===== config.mk =====
export PLATFORM = sky130hd
export DESIGN_NAME = shuf_pair_gen
export DESIGN_NICKNAME = d
export VERILOG_FILES = /design/src/rtl/shuf_pkg.sv /design/src/rtl/shuf_lfsr.sv /design/src/rtl/shuf_modrem.sv /design/src/rtl/shuf_mem.sv /design/src/rtl/shuf_pair_gen.sv
export SDC_FILE = /design/constraint.sdc
export NUM_CORES = 1
export LEC_CHECK = 0
export CAP_MARGIN = 20
export CORE_MARGIN = 2
export CORE_UTILIZATION = 35
export DETAILED_ROUTE_END_ITERATION = 16
export DONT_BUFFER_PORTS = 1
export SLEW_MARGIN = 30
export SYNTH_ARGS = -nofsm -noshare
export SYNTH_HDL_FRONTEND = slang
export SYNTH_SLANG_ARGS = --single-unit
export TNS_END_PERCENT = 30

===== constraint.sdc =====
create_clock -name clk_i -period 12.72 [get_ports clk_i]
set_input_delay 1.908 -clock clk_i [delete_from_list [all_inputs] [get_ports clk_i]]
set_output_delay 1.908 -clock clk_i [all_outputs]
set_load 0.005 [all_outputs]

===== src/rtl/shuf_pkg.sv =====
package shuf_pkg;
  localparam logic [31:0] LFSR_MASK = 32'hA300_0000;
  localparam logic [31:0] LFSR_ZERO_SEED = 32'h0000_0001;

  typedef enum logic [3:0] {
    ST_IDLE,
    ST_FILL,
    ST_STEP,
    ST_DIVGO,
    ST_DIV,
    ST_SWAPA,
    ST_SWAPB,
    ST_PAIRA,
    ST_PAIRB,
    ST_DONE
  } shuf_state_e;
endpackage


===== src/rtl/shuf_lfsr.sv =====
module shuf_lfsr
  import shuf_pkg::*;
(
  input  logic        clk_i,
  input  logic        rst_ni,
  input  logic        load_i,
  input  logic [31:0] seed_i,
  input  logic        step_i,
  output logic [31:0] state_o
);
  logic [31:0] state_q;

  always_ff @(posedge clk_i or negedge rst_ni) begin
    if (!rst_ni) begin
      state_q <= LFSR_ZERO_SEED;
    end else if (load_i) begin
      state_q <= (seed_i == '0) ? LFSR_ZERO_SEED : seed_i;
    end else if (step_i) begin
      state_q <= (state_q >> 1) ^ (state_q[0] ? LFSR_MASK : 32'h0);
    end
  end

  assign state_o = state_q;
endmodule


===== src/rtl/shuf_modrem.sv =====
// Serial restoring remainder: one dividend bit per cycle.
module shuf_modrem #(
  parameter int DW = 32,
  parameter int VW = 7,
  localparam int CW = $clog2(DW + 1)
) (
  input  logic          clk_i,
  input  logic          rst_ni,
  input  logic          start_i,
  input  logic [DW-1:0] dividend_i,
  input  logic [VW-1:0] divisor_i,
  output logic          done_o,
  output logic [VW-1:0] rem_o
);
  logic [DW-1:0] dvd_q;
  logic [VW-1:0] rem_q, rem_nxt;
  logic [CW-1:0] cnt_q;
  logic          busy_q, done_q;
  logic [VW:0]   trial;

  always_comb begin
    trial = {rem_q, dvd_q[DW-1]};
    if (trial >= {1'b0, divisor_i}) rem_nxt = VW'(trial - {1'b0, divisor_i});
    else                            rem_nxt = trial[VW-1:0];
  end

  always_ff @(posedge clk_i or negedge rst_ni) begin
    if (!rst_ni) begin
      dvd_q  <= '0;
      rem_q  <= '0;
      cnt_q  <= '0;
      busy_q <= 1'b0;
      done_q <= 1'b0;
    end else begin
      done_q <= 1'b0;
      if (start_i) begin
        dvd_q  <= dividend_i;
        rem_q  <= '0;
        cnt_q  <= CW'(DW);
        busy_q <= 1'b1;
      end else if (busy_q) begin
        dvd_q <= {dvd_q[DW-2:0], 1'b0};
        rem_q <= rem_nxt;
        cnt_q <= cnt_q - 1'b1;
        if (cnt_q == CW'(1)) begin
          busy_q <= 1'b0;
          done_q <= 1'b1;
        end
      end
    end
  end

  assign done_o = done_q;
  assign rem_o  = rem_q;
endmodule


===== src/rtl/shuf_mem.sv =====
module shuf_mem #(
  parameter int DEPTH    = 64,
  parameter int AW       = 6,
  parameter int DW       = 6,
  parameter int RD_PORTS = 2
) (
  input  logic                              clk_i,
  input  logic                              we_i,
  input  logic [AW-1:0]                     waddr_i,
  input  logic [DW-1:0]                     wdata_i,
  input  logic [RD_PORTS-1:0][AW-1:0]       raddr_i,
  output logic [RD_PORTS-1:0][DW-1:0]       rdata_o
);
  logic [DW-1:0] mem_q [DEPTH];

  always_ff @(posedge clk_i) begin
    if (we_i) mem_q[waddr_i] <= wdata_i;
  end

  for (genvar g = 0; g < RD_PORTS; g++) begin : g_rd
    assign rdata_o[g] = mem_q[raddr_i[g]];
  end
endmodule


===== src/rtl/shuf_pair_gen.sv =====
module shuf_pair_gen
  import shuf_pkg::*;
#(
  parameter int N_MAX = 64,
  parameter int IDX_W = $clog2(N_MAX),
  parameter int CNT_W = $clog2(N_MAX + 1)
) (
  input  logic             clk_i,
  input  logic             rst_ni,
  input  logic             start_i,
  input  logic [31:0]      key_i,
  input  logic [CNT_W-1:0] count_i,
  output logic             busy_o,
  output logic             done_o,
  output logic             err_o,
  input  logic [IDX_W-1:0] lk_idx_i,
  output logic [IDX_W-1:0] lk_partner_o
);
  shuf_state_e      state_q;
  logic [CNT_W-1:0] cnt_q, half_q, ptr_q;
  logic [IDX_W-1:0] j_q, va_q, vb_q, lk_q;
  logic             err_q;
  logic             cnt_bad;

  logic [31:0]      lfsr_state;
  logic             lfsr_load, lfsr_step;
  logic             mod_start, mod_done;
  logic [CNT_W-1:0] mod_rem;

  logic                         perm_we;
  logic [IDX_W-1:0]             perm_waddr, perm_wdata;
  logic [1:0][IDX_W-1:0]        perm_raddr, perm_rdata;
  logic                         part_we;
  logic [IDX_W-1:0]             part_waddr, part_wdata;
  logic [0:0][IDX_W-1:0]        part_raddr, part_rdata;

  assign cnt_bad = (count_i == '0) || count_i[0] || (count_i > CNT_W'(N_MAX));

  assign lfsr_load = start_i && !cnt_bad;
  assign lfsr_step = !start_i && (state_q == ST_STEP);
  assign mod_start = !start_i && (state_q == ST_DIVGO);

  shuf_lfsr u_lfsr (
    .clk_i   (clk_i),
    .rst_ni  (rst_ni),
    .load_i  (lfsr_load),
    .seed_i  (key_i),
    .step_i  (lfsr_step),
    .state_o (lfsr_state)
  );

  shuf_modrem #(.DW(32), .VW(CNT_W)) u_mod (
    .clk_i      (clk_i),
    .rst_ni     (rst_ni),
    .start_i    (mod_start),
    .dividend_i (lfsr_state),
    .divisor_i  (ptr_q + 1'b1),
    .done_o     (mod_done),
    .rem_o      (mod_rem)
  );

  always_comb begin
    perm_we       = 1'b0;
    perm_waddr    = ptr_q[IDX_W-1:0];
    perm_wdata    = ptr_q[IDX_W-1:0];
    perm_raddr[0] = ptr_q[IDX_W-1:0];
    perm_raddr[1] = (state_q == ST_PAIRA) ? IDX_W'(ptr_q + half_q) : j_q;
    part_we       = 1'b0;
    part_waddr    = perm_rdata[0];
    part_wdata    = perm_rdata[1];
    part_raddr[0] = lk_idx_i;
    if (!start_i) begin
      unique case (state_q)
        ST_FILL:  perm_we = 1'b1;
        ST_SWAPA: begin
          perm_we    = 1'b1;
          perm_wdata = perm_rdata[1];
        end
        ST_SWAPB: begin
          perm_we    = 1'b1;
          perm_waddr = j_q;
          perm_wdata = va_q;
        end
        ST_PAIRA: part_we = 1'b1;
        ST_PAIRB: begin
          part_we    = 1'b1;
          part_waddr = vb_q;
          part_wdata = va_q;
        end
        default: ;
      endcase
    end
  end

  shuf_mem #(.DEPTH(N_MAX), .AW(IDX_W), .DW(IDX_W), .RD_PORTS(2)) u_perm (
    .clk_i   (clk_i),
    .we_i    (perm_we),
    .waddr_i (perm_waddr),
    .wdata_i (perm_wdata),
    .raddr_i (perm_raddr),
    .rdata_o (perm_rdata)
  );

  shuf_mem #(.DEPTH(N_MAX), .AW(IDX_W), .DW(IDX_W), .RD_PORTS(1)) u_part (
    .clk_i   (clk_i),
    .we_i    (part_we),
    .waddr_i (part_waddr),
    .wdata_i (part_wdata),
    .raddr_i (part_raddr),
    .rdata_o (part_rdata)
  );

  always_ff @(posedge clk_i or negedge rst_ni) begin
    if (!rst_ni) begin
      state_q <= ST_IDLE;
      cnt_q   <= '0;
      half_q  <= '0;
      ptr_q   <= '0;
      j_q     <= '0;
      va_q    <= '0;
      vb_q    <= '0;
      err_q   <= 1'b0;
      lk_q    <= '0;
    end else begin
      lk_q <= part_rdata[0];
      if (start_i) begin
        if (cnt_bad) begin
          err_q   <= 1'b1;
          state_q <= ST_IDLE;
        end else begin
          err_q   <= 1'b0;
          cnt_q   <= count_i;
          half_q  <= count_i >> 1;
          ptr_q   <= '0;
          state_q <= ST_FILL;
        end
      end else begin
        unique case (state_q)
          ST_FILL: begin
            if (ptr_q == cnt_q - 1'b1) state_q <= ST_STEP;
            else                       ptr_q   <= ptr_q + 1'b1;
          end
          ST_STEP:  state_q <= ST_DIVGO;
          ST_DIVGO: state_q <= ST_DIV;
          ST_DIV: begin
            if (mod_done) begin
              j_q     <= IDX_W'(mod_rem);
              state_q <= ST_SWAPA;
            end
          end
          ST_SWAPA: begin
            va_q    <= perm_rdata[0];
            state_q <= ST_SWAPB;
          end
          ST_SWAPB: begin
            if (ptr_q == CNT_W'(1)) begin
              ptr_q   <= '0;
              state_q <= ST_PAIRA;
            end else begin
              ptr_q   <= ptr_q - 1'b1;
              state_q <= ST_STEP;
            end
          end
          ST_PAIRA: begin
            va_q    <= perm_rdata[0];
            vb_q    <= perm_rdata[1];
            state_q <= ST_PAIRB;
          end
          ST_PAIRB: begin
            if (ptr_q == half_q - 1'b1) state_q <= ST_DONE;
            else                        begin
              ptr_q   <= ptr_q + 1'b1;
              state_q <= ST_PAIRA;
            end
          end
          default: ;
        endcase
      end
    end
  end

  assign busy_o       = (state_q != ST_IDLE) && (state_q != ST_DONE);
  assign done_o       = (state_q == ST_DONE);
  assign err_o        = err_q;
  assign lk_partner_o = lk_q;
endmodule


# == Word level (Yosys, flattened, before mapping) ==
# Memories as Yosys holds them, arrays and structs flattened. A register that Yosys moved wholly into a read port is not among the register bits.
# Cells that the tools add are included.
# totals
reg_bits,122
ram_bits,768
input_bits,48
output_inout_bits,9
wordCells,120
memories,2
# mem_list
name,words,word_bits,read_ports,rd_ports_with_merged_regs,wr,line,text
u_part.mem_q,64,6,1,1,1,shuf_mem.sv:14,logic [DW-1:0] mem_q [DEPTH];
u_perm.mem_q,64,6,2,0,1,shuf_mem.sv:14,
# classes
addsub,7
order_cmp,2
n_eq_ne,19
muxes,48
n_bitwise,3
reduce_logical,25
# ops
operator,n
$mux W32,6
$mux W6,10
$mux W7,8
$logic_not A32 Y1,1
$pmux W4 S8,1
$xor A31 B32 Y32,1
$pmux W7 S3,1
$eq A4 B3 Y1 const B,4
$mux W1,16
$mux W4,4
$eq A7 B7 Y1,2
$sub A7 B1 Y7 const B,2
$pmux W6 S2,1
$ne A3 B3 Y1 const B,3
$reduce_bool A9 Y1,1
$eq A4 B2 Y1 const B,2
$eq A4 B4 Y1 const B,2
$ge A8 B7 Y1,1
$reduce_bool A4 Y1,2
$add A7 B1 Y7 const B,1
$eq A7 B1 Y1 const B,1
$gt A7 B7 Y1 const B,1
$logic_not A7 Y1,1
$sub A6 B1 Y7 const B,1
19 further kinds,31

# == Logic depth before layout (Yosys ltp) ==
# Gate-level depths: netlist of run 1.
# logic_depth
depth_word,6
depth_mapped,19
depth_no_buf,12

# == Hierarchy ==
# A second synthesis of run 1 with hierarchy kept.
# unflattened
hier_cells,2454
hier_area_um2,40665.3
# by_module_without_submodules
module,instances,cells_per_inst,area_each_um2,seq_area_each_um2
shuf_mem at u_perm,1,956,18149.9,11531.1
shuf_mem at u_part,1,714,15105.7,11531.1
shuf_pair_gen,1,362,3294.4,1076.0
shuf_modrem,1,266,2543.7,1176.1
shuf_lfsr,1,156,1571.5,802.0

# == Least setup slack after synthesis of run 1 ==
# Ideal clock, no wire load.
# synth_path
kind,reg-to-reg
startpoint,register ptr_q[1]
endpoint,memory u_perm.mem_q[0][0] (data pin)
setup_ns,0.702
arrival_ns,5.999
required_time_ns,12.018
slack_ns,6.019
path_stages_with_launch,20
path_buffers,10
period_less_slack_ns,6.701
path_cell_list,dfrtp_1 > buf_6 > buf_8 > buf_6 > buf_6 > buf_4 > buf_6 > inv_1 > fa_1 > xnor2_1 > mux2_2 > buf_2 > buf_2 > buf_2 > buf_2 > nand4_1 > nand3_1 > a22oi_1 > nand4_1 > o21ai_0
# synth_via
elab_chain_cells,5
# synth_lines
element,line,text
start: declaration,shuf_pair_gen.sv:20,"logic [CNT_W-1:0] cnt_q, half_q, ptr_q;"
start signal: assignment,shuf_pair_gen.sv:141,else ptr_q <= ptr_q + 1'b1;
start signal: assignment,shuf_pair_gen.sv:160,ptr_q <= ptr_q - 1'b1;
start signal: assignment,shuf_pair_gen.sv:172,ptr_q <= ptr_q + 1'b1;
$add A6 B6 Y6,shuf_pair_gen.sv:67,perm_raddr[1] = (state_q == ST_PAIRA) ? IDX_W'(ptr_q + half_q) : j_q;
$mux W6,shuf_pair_gen.sv:67,
$mem_v2 Z64 W6,n/a,
$pmux W6 S2,shuf_pair_gen.sv:73,unique case (state_q)
$mux W6,shuf_pair_gen.sv:72,if (!start_i) begin
net perm_wdata[0],shuf_pair_gen.sv:31,"logic [IDX_W-1:0] perm_waddr, perm_wdata;"
end: declaration,shuf_mem.sv:14,
# The timed path passes the listed nets, and every way through them passes these cells.

# == Worst setup path in the final report of run 1 ==
# layout_path
startpoint,register state_q[1]
endpoint,memory u_part.mem_q[46][1] (data pin)
# layout_via
elab_chain_cells,5
elab_cells_between_ends,6
classes_between,eq/ne: 2; mux: 3; memory: 1
# layout_lines
element,line,text
start: declaration,shuf_pair_gen.sv:19,shuf_state_e state_q;
start signal: assignment,shuf_pair_gen.sv:115,state_q <= ST_IDLE;
start signal: assignment,shuf_pair_gen.sv:129,state_q <= ST_IDLE;
start signal: assignment,shuf_pair_gen.sv:135,state_q <= ST_FILL;
$eq A4 B3 Y1,shuf_pair_gen.sv:67,
$mux W6,shuf_pair_gen.sv:67,
$mem_v2 Z64 W6,n/a,
$mux W6,shuf_pair_gen.sv:73,
$mux W6 (*),shuf_pair_gen.sv:72,
net part_wdata[1],shuf_pair_gen.sv:34,"logic [IDX_W-1:0] part_waddr, part_wdata;"
end: declaration,shuf_mem.sv:14,
# The timed path passes the listed nets; every way through them passes the cells marked *.

==> metrics.md, run 1 <==
| Metric | Value |
|---|---|
| GRT overflow | `0` |
| Max Transition Viols Final | `0` |
| Max Fclk | `175.3 MHz` |
| Crit path max-delay family | `buffers and inverters` |
| Final Hold Vio Count | `0` |
| Worst setup EP type | `flip-flop` |
| Mapped Area | `40,540 µm²` |
| Worst-skew pair later-pin latency | `670 ps` |
| Number of global-route vias before repair | `23,927` |
| CP Launch Type | `flip-flop` |
| Hold buffers post-CTS | `0` |
| Pre-antenna DRT Iters | `8` |
| Core ar. | `114,700 µm²` |
| CTS Buffer Depth | `3` |
| ANT nets after route | `0` |
| Seq/Total Area, Yosys | `0.6441` |
| RSZ-0062 raised after global routing | `no` |
| DR DRC count | `0` |
| Leakage power figure | `14.87 nW` |
| Chip width | `344.4 µm` |
| Slowest CP cell | `dfrtp_1` |
| Global Route Usage Sum | `0.1717` |
| Minimum clock period after layout | `5705 ps` |
| CTS H-tree depth | `3` |
| Worst path required time | `13,030 ps` |
| Starting density of the core | `0.3536` |
| Crit path arrival time | `6010 ps` |
| Fin area | `45,110 µm²` |
| IO buf count | `0` |
| Asr flop ratio synth | `0.1371` |
| Comb pwr share | `0.217` |
| Crit. Startpoint | `state_q[1]` |
| Layout Area Growth over Synthesis | `11.27%` |
| Fin util | `0.3935` |
| Setup repair bufs after CTS | `0` |
| CP max stage delay | `750 ps` |
| Synth Area in XOR/XNOR | `0.007561` |
| Synth Area in Adders | `0.007160` |
| Rows | `124` |
| Total number of vias | `23,517` |
| Clk sinks | `890` |
| CTS tree | `built` |
| Origin of the worst min-delay path | `vb_q[5]` |
| DP Cell Count | `3,994` |
| Net Count, Synth | `2,692` |
| Detailed Route WL | `102.2 mm` |
| Worst r2r src | `state_q[1]` |
| Switching pwr | `2.466 mW` |
| Mux contribution to synthesized area | `0.1879` |
| Worst-Margin Slew | `1025 ps` |
| RD Place Congestion | `0.8804` |
| Max cap viols | `0` |
| Setup TNS | `0 ps` |
| Period utilisation layout | `0.4485` |
| Top_reg_cell synth | `edfxtp_1` |
| Initial DRC Count | `2,569` |
| Detailed Place HPWL | `65.58 mm` |
| Final Setup Violations | `0` |
| Number of flops mapped to enable cells by yosys | `768` |
| Cell Int Power | `5.808 mW` |
| Yosys reg bits | `890` |
| Final WS setup | `7015 ps` |
| Pre-CTS WS | `6952 ps` |
| Sequential share of power | `0.450` |
| First-pass GRT wire length | `154.9 mm` |
| Num CTS Buffers | `89` |
| Root buffer cell | `clkbuf_16` |
| Max Clock Skew | `36.73 ps` |
| Slew headroom | `0.3114` |
| Die area | `118,600 µm²` |
| CTS clk-pin slew, worst paths | `60 ps` |
| Cell variety after synth | `77` |
| Status | `finished, final reports clean` |
| Synth Area in Compound Gates | `0.05036` |
| Peak supply drop | `0.1093 mV` |
| Antenna fix cells | `0` |
| Largest net degree at the start of global routing | `123` |
| Ratio of cells with drive above 1 in the final layout | `0.1869` |
| YS warnings | `0` |
| Worst hold slack | `491.0 ps` |
| Design Power | `8.274 mW` |
| Layout Cells excl Fill | `4,160` |
| Critical-path maximum fanout | `64` |
| Post-DP Area | `42,000 µm²` |
| Min-Delay Path Class | `flip-flop to flip-flop` |
| CP most frequent cell | `buf_4` |
| Combinational family with the most area after synthesis | `multiplexers` |
| Pwr Density | `183.4 nW/µm²` |
| Initial antenna violation count | `0` |
| IO Count | `57` |
| Post-cts sizing count | `0` |
| Syn avg cell area | `15.46 µm²` |
| Worst Path Buf+Inv | `3` |
| Vias per inst | `5.653` |
| Avg WL per Cell | `24.57 µm` |
| Switching portion of total power | `0.2981` |
| Crit-path cells | `and4b_1 > mux2i_4 > buf_4 > buf_4 > mux4_2 > mux2i_1 > o2111ai_1 > nand4_1 > nand4_1 > mux2_2 > buf_4` |
| Clock network fraction of total power | `0.333` |
| Post-Syn Instances | `2,622` |
| Die height | `344.4 µm` |
| Critical path type | `flip-flop to flip-flop` |
| Area fraction in and, or, nand and nor cells after synthesis | `0.08024` |
| Nets | `2,643` |
-- layout by cell type, fill, tap and decap left out, drive strengths merged, types with 15 or more instances in the layout --
cell,count
nand3b,15
nand4,29
nor3,21
buf,33
nand3,71
clkinv,29
nand2,310
o22ai,22
clkbuf,113
mux2,30
ha,20
a32oi,22
edfxtp,768
mux4,252
a21oi,50
dfrtp,121
inv,24
a22oi,25
mux2i,159
o21ai,110
xnor2,22
nor2,198
-- metal layers --
| layer | vias up | track usage | share of wire |
|---|---|---|---|
| met4 | 0 | 0.05453 | 0.026 |
| met2 | 1006 | 0.2765 | 0.48 |
| met1 | 12147 | 0.2392 | 0.42 |
| li1 | 10216 | - | - |
| met3 | 148 | 0.02723 | 0.076 |
| met5 | - | 0 | 0 |
-- kinds of logic after synthesis --
family | Yosys count
buffers and inverters | 192
AO/OA/AOI/OAI | 314
adder cells (fa/ha/maj) | 22
AND/OR/NAND/NOR | 728
XOR/XNOR | 35
multiplexers | 441
flip-flops | 890
-- final cells by class --
cell class                      instances  area, µm²
Tap cell                             1512       1892
Sequential cell                       890      26130
Clock buffer                          113       2357
Timing Repair Buffer                   33      264.0
Clock inverter                         53      737.0
Multi-Input combinational cell       1540      13670
Inverter                               19      71.32
Fill cell                           10305      69540
-- power groups by stage --
stage / sequential [mW] / clock (mW) / combinational [mW]
floorplan: 3.68 / 0 / 1.35
global placement: 3.78 / 0 / 1.73
detailed placement: 3.79 / 0 / 1.78
CTS: 3.73 / 2.81 / 1.79
global route: 3.75 / 2.91 / 1.95
finish: 3.73 / 2.76 / 1.79
-- synth_stat cells (5+ instances only) --
cell type  instances  area [µm²]
a211o_1            5       43.79
a21o_1            10       75.07
a21oi_1           49       245.2
a221o_1           11       110.1
a22o_1             6       52.55
a22oi_1           25       187.7
a31oi_1           11       68.82
a32oi_1           22       192.7
and3_1             8       50.05
buf_1             17       63.81
buf_2             35       175.2
buf_4             12       90.09
buf_6              6       67.56
clkbuf_1          98       367.9
dfrtp_1          121        3028
edfxtp_1         768       23060
ha_1              20       250.2
inv_1             18       67.56
mux2_2            30       337.8
mux2i_1          158        1582
mux4_2           252        5675
nand2_1          308        1156
nand2b_1          11       68.82
nand3_1           71       355.3
nand3b_1          15       112.6
nand4_1           29       181.4
nor2_1           198       743.2
nor2b_1           11       68.82
nor3_1            21       105.1
nor3b_1            5       37.54
nor4_1            10       62.56
o21ai_0          105       525.5
o221ai_1           7       61.31
o22ai_1           22       137.6
o31ai_1            7       52.55
or2_2              6       37.54
or3_1              5       31.28
or4_1              6       45.04
xnor2_1           22       192.7
xor2_1            13       113.9
-- worst register-to-register path: stages (launching register included) --
cell	delay, ps
dfrtp_1	750
and4b_1	720
mux2i_4	330
buf_4	490
buf_4	780
mux4_2	620
mux2i_1	200
o2111ai_1	160
nand4_1	310
nand4_1	300
mux2_2	350
buf_4	310
-- worst paths after layout --
kind	slack [ps]	depth (start not counted)	end
worst min-delay path	490	2	vb_q[5]
worst max register to register	7020	11	u_part.mem_q[46][1]
max in group asynchronous	11550	0	u_lfsr.state_o[0]
worst min register to register	490	2	vb_q[5]
min in group asynchronous	950	0	u_mod.dvd_q[10]
worst max-delay path	7020	11	u_part.mem_q[46][1]
-- flip-flops by register name (all words and copies together) (netlist names), 7 cells and up --
register,count
u_mod.dvd_q,32
u_lfsr.state_o,32
ptr_q,7
u_mod.rem_o,7
cnt_q,7
u_perm.mem_q,384
u_part.mem_q,384
Power figures use the tool's default switching activity.
==> inputs of run 2 (changes only) <==
clock period = 5.9 ns   (was 12.72 ns; I/O delays follow)
==> run 2 against run 1 <==
Compared with the run above:
- final area grew 0.17%
- via count grew 2.2%
- critical path depth shrank 1
- total power grew 110%
==> metrics.md, run 2 (synthesis results as in run 1) <==
| Metric | Value |
|---|---|
| Status | `finished, final reports clean` |
| Peak supply drop | `0.2603 mV` |
| Worst-skew pair later-pin latency | `670 ps` |
| Setup TNS | `0 ps` |
| Pwr Density | `391.3 nW/µm²` |
| Global Route Usage Sum | `0.1747` |
| Reg-to-reg critical path endpoint | `u_perm.mem_q[40][0]` |
| Pre-antenna DRT Iters | `6` |
| Layout Cells excl Fill | `4,189` |
| Design Power | `17.68 mW` |
| CTS H-tree depth | `3` |
| Rows | `124` |
| Worst hold slack | `71.40 ps` |
| Commonest non-fill, non-tap cells in the layout | `edfxtp_1 (768), nand2_1 (308), mux4_2 (252)` |
| IO buf count | `0` |
| Cell Int Power | `12.32 mW` |
| Antenna fix cells | `0` |
| Starting density of the core | `0.3536` |
| Worst-Margin Slew | `907.4 ps` |
| Setup repair bufs after CTS | `0` |
| Switching pwr | `5.367 mW` |
| Max Fclk | `200.5 MHz` |
| Sequential share of power | `0.447` |
| Worst setup EP type | `flip-flop` |
| Total number of vias | `24,029` |
| Leakage power figure | `14.94 nW` |
| DP Cell Count | `4,019` |
| Switching portion of total power | `0.3035` |
| IO Count | `57` |
| Chip width | `344.4 µm` |
| CTS clk-pin slew, worst paths | `50 ps` |
| Register-to-Register Path Depth | `10` |
| Worst path required time | `6360 ps` |
| Max Clock Skew | `39.10 ps` |
| Detailed Place HPWL | `67.07 mm` |
| Layout Area Growth over Synthesis | `11.46%` |
| Initial antenna violation count | `2` |
| ANT nets after route | `0` |
| R2r setup slk | `910 ps` |
| Crit path arrival time | `5450 ps` |
| Max cap viols | `0` |
| Worst r2r src | `state_q[3]` |
| Critical path type | `flip-flop to flip-flop` |
| Number of global-route vias before repair | `24,131` |
| Die area | `118,600 µm²` |
| First-pass GRT wire length | `156.6 mm` |
| Slew headroom | `0.3928` |
| Critical-path maximum fanout | `48` |
| Max Transition Viols Final | `0` |
| Minimum clock period after layout | `4987 ps` |
| Clk sinks | `890` |
| CTS Buffer Depth | `3` |
| Period utilisation layout | `0.8453` |
| Final Hold Vio Count | `0` |
| CTS tree | `built` |
| RSZ-0062 raised after global routing | `no` |
| Comb pwr share | `0.234` |
| GRT overflow | `0` |
| Largest net degree at the start of global routing | `122` |
| CP Launch Type | `flip-flop` |
| Avg WL per Cell | `24.95 µm` |
| Vias per inst | `5.736` |
| Clock network fraction of total power | `0.319` |
| Min-Delay Path Class | `input port to asynchronous set/reset pin` |
| Nets | `2,671` |
| Core ar. | `114,700 µm²` |
| Post-DP Area | `42,260 µm²` |
| RD Place Congestion | `0.9079` |
| Initial DRC Count | `2,539` |
| Final Setup Violations | `0` |
| Die height | `344.4 µm` |
| DR DRC count | `0` |
| Ratio of cells with drive above 1 in the final layout | `0.1924` |
| Fin area | `45,190 µm²` |
| Top flop regs | `u_part.mem_q: 384 flops, u_perm.mem_q: 384 flops` |
| Root buffer cell | `clkbuf_16` |
| Num CTS Buffers | `91` |
| Commonest non-fill, non-tap cell in the layout | `edfxtp_1` |
| Detailed Route WL | `104.5 mm` |
==> run 2: changes by cell type in the layout (fill, tap and decap cells not counted), sizes merged <==
cell	delta
inv	+1
clkinv	+16
clkbuf	-8
bufinv	-6
buf	+26
==> run 2: routing by layer <==
| layer | track usage | wire (µm) | vias to the layer above |
|---|---|---|---|
| met5 | 0 | 0 | - |
| met4 | 0.05833 | 3333 | 0 |
| met3 | 0.03246 | 7795 | 194 |
| met2 | 0.2806 | 49500 | 1068 |
| met1 | 0.2393 | 43880 | 12475 |
| li1 | - | - | 10292 |
==> run 2: critical path, cell delays in order, from the launching register on <==
cell and delay, ps:
dfrtp_1 570, and4b_1 760, mux2i_4 810, buf_4 370, mux4_2 220, mux2i_1 70
and3_1 200, a31oi_1 440, nand4_1 470, o21ai_4 560, buf_12 280
==> run 2: how the worst max path moves through the flow <==
stage	slack, ps	cells past startpoint	end	from
2_1_floorplan	-760	19	u_part.mem_q[0][5]	ptr_q[1]
5_1_grt	740	10	u_perm.mem_q[40][0]	state_q[3]
4_1_cts	960	12	u_perm.mem_q[61][0]	ptr_q[1]
3_3_place_gp	710	9	u_part.mem_q[54][2]	ptr_q[0]
3_5_place_dp	1000	10	u_perm.mem_q[14][0]	state_q[3]
6_report	910	10	u_perm.mem_q[40][0]	state_q[3]
==> run 2: metrics by stage <==
step | setup WS (ps) | util
4_1_cts | 960.2 | 0.3941
5_1_grt | 745.0 | 0.3941
2_1_floorplan | -764.4 | -
3_3_place_gp | 706.7 | 0.3684
6_report | 912.8 | 0.3941
3_5_place_dp | 997.1 | 0.3686
==> run 2: layout make-up <==
cell class | count | area, µm²
clock buffer | 105 | 2351
clock inverter | 64 | 544.3
fill | 10345 | 69470
inverter | 19 | 71.32
multi-input combinational | 1540 | 13630
sequential | 890 | 26130
tap | 1512 | 1892
timing repair buffer | 59 | 575.6
==> run 2: power groups by stage <==
| stage | Sequential (mW) | Clock (mW) | Combinational [mW] |
|---|---|---|---|
| 3_3_place_gp | 8.02 | 0 | 3.98 |
| 6_report | 7.91 | 5.64 | 4.14 |
| 3_5_place_dp | 8.03 | 0 | 4.10 |
| 5_1_grt | 7.95 | 5.98 | 4.46 |
| 2_1_floorplan | 7.92 | 0 | 2.91 |
| 4_1_cts | 7.90 | 5.75 | 4.13 |
==> run 2: repair_timing <==
action	in CTS	in global routing
hold buffers	1	0
hold endpoints to repair	121	0
resized for setup	0	0
